===== src/rtl/idlh_pkg.sv =====
package idlh_pkg;

  typedef enum logic [1:0] {
    MODE_FORCE = 2'b00,
    MODE_NONE  = 2'b01,
    MODE_SMART = 2'b10,
    MODE_RSVD  = 2'b11
  } idle_mode_e;

  typedef enum logic [1:0] {
    ST_RUN  = 2'b00,
    ST_WAIT = 2'b01,
    ST_IDLE = 2'b10
  } hs_state_e;

  localparam int MODE_LSB = 3;
  localparam int AUTO_BIT = 0;

  // Decision: may the block enter idle now, given policy and pending interrupts?
  function automatic logic may_idle(idle_mode_e m, logic irq_any);
    case (m)
      MODE_FORCE: may_idle = 1'b1;
      MODE_SMART: may_idle = ~irq_any;
      default:    may_idle = 1'b0;
    endcase
  endfunction

  // Policy that holds off the acknowledge only because interrupts are pending
  function automatic logic must_wait(idle_mode_e m, logic irq_any);
    must_wait = (m == MODE_SMART) && irq_any;
  endfunction

endpackage


===== src/rtl/idlh_cfg_reg.sv =====
module idlh_cfg_reg
  import idlh_pkg::*;
#(
  parameter int ADDR_W = 8,
  parameter int DATA_W = 32,
  parameter logic [ADDR_W-1:0] CFG_ADDR = 8'h08
) (
  input  logic              clk,
  input  logic              rst_n,
  input  logic              sel,
  input  logic              we,
  input  logic [ADDR_W-1:0] addr,
  input  logic [DATA_W-1:0] wdata,
  output logic [DATA_W-1:0] rdata,
  output idle_mode_e        mode_q,
  output logic              auto_q,
  output logic              cfg_wr_hit
);

  logic hit;
  logic wdata_unused;

  assign hit          = sel && (addr == CFG_ADDR);
  assign cfg_wr_hit   = hit && we;
  assign wdata_unused = &{1'b0, wdata};

  always_ff @(posedge clk) begin
    if (!rst_n) begin
      mode_q <= MODE_FORCE;
      auto_q <= 1'b0;
    end else if (cfg_wr_hit) begin
      mode_q <= idle_mode_e'(wdata[MODE_LSB +: 2]);
      auto_q <= wdata[AUTO_BIT];
    end
  end

  always_comb begin
    rdata = '0;
    if (hit && !we) begin
      rdata[MODE_LSB +: 2] = mode_q;
      rdata[AUTO_BIT]      = auto_q;
    end
  end

endmodule


===== src/rtl/idlh_fsm.sv =====
module idlh_fsm
  import idlh_pkg::*;
(
  input  logic       clk,
  input  logic       rst_n,
  input  logic       idle_req,
  input  idle_mode_e mode,
  input  logic       irq_any,
  output hs_state_e  state_q,
  output logic       idle_ack,
  output logic       grant_evt,
  output logic       abandon_evt
);

  hs_state_e state_d;

  always_comb begin
    state_d = state_q;
    case (state_q)
      ST_RUN, ST_WAIT: begin
        if (!idle_req)                  state_d = ST_RUN;
        else if (may_idle(mode, irq_any)) state_d = ST_IDLE;
        else if (must_wait(mode, irq_any)) state_d = ST_WAIT;
        else                            state_d = ST_RUN;
      end
      ST_IDLE: if (!idle_req) state_d = ST_RUN;
      default: state_d = ST_RUN;
    endcase
  end

  always_ff @(posedge clk) begin
    if (!rst_n) state_q <= ST_RUN;
    else        state_q <= state_d;
  end

  assign grant_evt   = (state_q != ST_IDLE) && (state_d == ST_IDLE);
  assign abandon_evt = (state_q == ST_WAIT) && !idle_req;
  assign idle_ack    = (state_q == ST_IDLE) && idle_req;

endmodule


===== src/rtl/idlh_autogate.sv =====
module idlh_autogate (
  input  logic auto_en,
  input  logic bus_act,
  output logic clk_en
);

  assign clk_en = !auto_en || bus_act;

endmodule


===== src/rtl/idle_hshk_ctrl.sv =====
module idle_hshk_ctrl
  import idlh_pkg::*;
#(
  parameter int ADDR_W = 8,
  parameter int DATA_W = 32,
  parameter int IRQ_N  = 4,
  parameter logic [ADDR_W-1:0] CFG_ADDR = 8'h08
) (
  input  logic              clk,
  input  logic              rst_n,
  input  logic              bus_sel,
  input  logic              bus_we,
  input  logic [ADDR_W-1:0] bus_addr,
  input  logic [DATA_W-1:0] bus_wdata,
  output logic [DATA_W-1:0] bus_rdata,
  input  logic [IRQ_N-1:0]  irq_pend,
  input  logic              idle_req,
  output logic              idle_ack,
  output logic              mod_accessible,
  output logic              clk_en
);

  idle_mode_e mode_q;
  logic       auto_q;
  logic       cfg_wr_hit;
  logic       irq_any;
  hs_state_e  state_q;
  logic       grant_evt;
  logic       abandon_evt;

  assign irq_any = |irq_pend;

  idlh_cfg_reg #(
    .ADDR_W(ADDR_W), .DATA_W(DATA_W), .CFG_ADDR(CFG_ADDR)
  ) u_cfg (
    .clk(clk), .rst_n(rst_n), .sel(bus_sel), .we(bus_we), .addr(bus_addr),
    .wdata(bus_wdata), .rdata(bus_rdata), .mode_q(mode_q), .auto_q(auto_q),
    .cfg_wr_hit(cfg_wr_hit)
  );

  idlh_fsm u_fsm (
    .clk(clk), .rst_n(rst_n), .idle_req(idle_req), .mode(mode_q),
    .irq_any(irq_any), .state_q(state_q), .idle_ack(idle_ack),
    .grant_evt(grant_evt), .abandon_evt(abandon_evt)
  );

  idlh_autogate u_gate (
    .auto_en(auto_q), .bus_act(bus_sel), .clk_en(clk_en)
  );

  assign mod_accessible = !idle_ack;

endmodule


===== config.mk =====
export PLATFORM = sky130hd
export DESIGN_NAME = idle_hshk_ctrl
export DESIGN_NICKNAME = d
export VERILOG_FILES = /design/src/rtl/idlh_pkg.sv /design/src/rtl/idlh_cfg_reg.sv /design/src/rtl/idlh_fsm.sv /design/src/rtl/idlh_autogate.sv /design/src/rtl/idle_hshk_ctrl.sv
export SDC_FILE = /design/constraint.sdc
export NUM_CORES = 1
export LEC_CHECK = 0
export BUFFER_PORTS_ARGS = -buffer_cell sky130_fd_sc_hd__buf_2
export CORE_MARGIN = 10
export CORE_UTILIZATION = 26
export DETAILED_ROUTE_END_ITERATION = 8
export PLACE_DENSITY_LB_ADDON = 0.05
export SLEW_MARGIN = 25
export SYNTH_ARGS = -nofsm -noshare
export SYNTH_HDL_FRONTEND = slang
export SYNTH_HIERARCHICAL = 1
export SYNTH_SLANG_ARGS = --single-unit
export TNS_END_PERCENT = 1

===== constraint.sdc =====
create_clock -name clk -period 1.33 [get_ports clk]
set_input_delay 0.266 -clock clk [delete_from_list [all_inputs] [get_ports clk]]
set_output_delay 0.266 -clock clk [all_outputs]
set_load 0.01 [all_outputs]

==> impl_metrics.json <==
{
  "status": "finished, violations left",
  "violations": "setup timing",
  "clkPwrFrac_pct": 38.5,
  "vias_per_cell": 3.66,
  "initial_core_util_pct": 27.4,
  "critPathRequiredTime_ns": 1.06,
  "pwr-share-comb_pct": 27.3,
  "final_antenna_net_count": 0,
  "overflow": 0,
  "n_fill_cell": 226,
  "min_period_ns": 1.41,
  "hold_viol": 0,
  "maxCapViolCount": 0,
  "netlist_instances": 63,
  "cp_max_fo": 3,
  "avgSynthCellArea_um2": 8.62,
  "grt_max_degree": 8,
  "htree_levels": 1,
  "internal_power_uw": 315,
  "grt_pass1_wl_mm": 2.18,
  "die_w_um": 65.7,
  "clkTransAtPathRegs_ns": 0.04,
  "fin_util_pct": 34.7,
  "remaining_drc_errors": 0,
  "cts_sinks": 5,
  "final_common_cell": "conb_1",
  "drtPass1Iterations": 3,
  "io_pins": 84,
  "finalSetupViolations": 3,
  "switching_share_pct": 30.1,
  "switchingPower_uw": 135,
  "area_growth_pct": 26.7,
  "grt_pass1_vias": 472,
  "setup-tns-final_ns": -0.225,
  "cp.arrival_ns": 1.14,
  "port_buffers": 25,
  "netlist_area_um2": 543,
  "hold_path.class": "in2reg",
  "p_leak_nw": 0.412,
  "worstSkewPairLatency_ns": 0.24,
  "instances_no_fill": 122,
  "ir_worst_vdd_mv": 0.245,
  "fin_skew_ns": 0.00289,
  "ys_warn_count": 6,
  "nNetsFinal": 145,
  "first_iter_violations": 9,
  "regArea_um2": 100,
  "cp-start-kind": "input port",
  "path_class": "in2out",
  "dp_hpwl_mm": 1.26,
  "fmax_ghz": 0.709,
  "drv_slew": 0,
  "detail_route.wl_per_cell_um": 11.7,
  "drive_gt1_share_pct": 40.0,
  "cts_buffers": 3,
  "holdWs_ns": 0.272,
  "layout_setup_ws_ns": -0.0798,
  "period_share_pct": 106,
  "place_congestion": 0.620,
  "dieArea_um2": 4320,
  "dp.cells": 117,
  "final_cell_mix": "conb_1, buf_2, nand2_1",
  "powerDensity_nw_per_um2": 654,
  "num_vias": 446,
  "rsz0062_at_grt": "yes",
  "ctsLongestPathBuffers": 2,
  "coreArea_um2": 1980,
  "wl_mm": 1.42,
  "num_antenna_cells": 0,
  "p_seq_share_pct": 34.1,
  "tritoncts": "built",
  "num_rows": 16,
  "endpoint_kind": "output port",
  "die_height_um": 65.7,
  "antenna_found_initial": 0,
  "multiInputGateArea_um2": 340,
  "grt.total_usage_pct": 6.33,
  "cts_root_buffer": "clkbuf_4"
}
state kept, by name, indices dropped and copies added (netlist names):
register       flops
u_cfg/mode_q       2
u_fsm/state_q      2
u_cfg/auto_q       1
cell type report:
| class | instances | area share, % |
|---|---|---|
| Clock buffer | 4 | 3.82 |
| Inverter | 2 | 1.09 |
| Multi-Input combinational cell | 55 | 49.5 |
| Sequential cell | 5 | 14.5 |
| Tap cell | 27 | 4.91 |
| Timing Repair Buffer | 29 | 26.2 |
power by group through the flow:
| stage | Clock (mW) | Sequential (mW) | Combinational, mW |
|---|---|---|---|
| 2_1_floorplan | 0 | 0.156 | 0.120 |
| 6_report | 0.173 | 0.154 | 0.123 |
| 3_5_place_dp | 0 | 0.156 | 0.105 |
| 5_1_grt | 0.191 | 0.154 | 0.137 |
| 3_3_place_gp | 0 | 0.156 | 0.105 |
| 4_1_cts | 0.184 | 0.154 | 0.119 |
critical path: stages:
cell and delay [ns]:
buf_6 0.10, nor4_4 0.26, and4b_1 0.26, and2_1 0.13, buf_2 0.12
final timing paths:
check,startpoint,end,slack [ns],depth (start not counted)
setup reg to reg,u_cfg/mode_q[1]$_SDFFE_PN0P_,u_fsm/state_q[1]$_SDFF_PN0_,0.55,2
hold reg to reg,u_fsm/state_q[1]$_SDFF_PN0_,u_fsm/state_q[0]$_SDFF_PN0_,0.45,1
setup / recovery,bus_we,bus_rdata[3],-0.08,5
hold / removal,bus_wdata[0],u_cfg/auto_q$_SDFFE_PN0P_,0.27,3
what timing repair did:
item | 4_1_cts | 5_1_grt
buffers inserted | 1 | 0
endpoints found under the setup margin | 3 | 4
resized for setup | 6 | 1
hold buffers | 0 | 0
pin swaps | 5 | 3
stage by stage:
step | instance area, um^2 | total power, mW | setup WS [ns]
floorplan | 648 | 0.276 | 0.0421
global placement | 612 | 0.261 | -0.229
detailed placement | 612 | 0.262 | -0.203
CTS | 686 | 0.456 | -0.0946
global route | 688 | 0.481 | -0.183
finish | 688 | 0.450 | -0.0798
routing by layer:
metal / share of wire (%) / wire length (um) / track usage, % / vias to the layer above
li1: - / - / - / 214
met1: 37 / 520 / 6.29 / 197
met3: 14 / 195 / 2.54 / 2
met5: 0 / 0 / 0 / -
met2: 48 / 684 / 10.7 / 33
met4: 1.6 / 23 / 4.01 / 0
No activity file was read; power rests on OpenSTA's default activity.
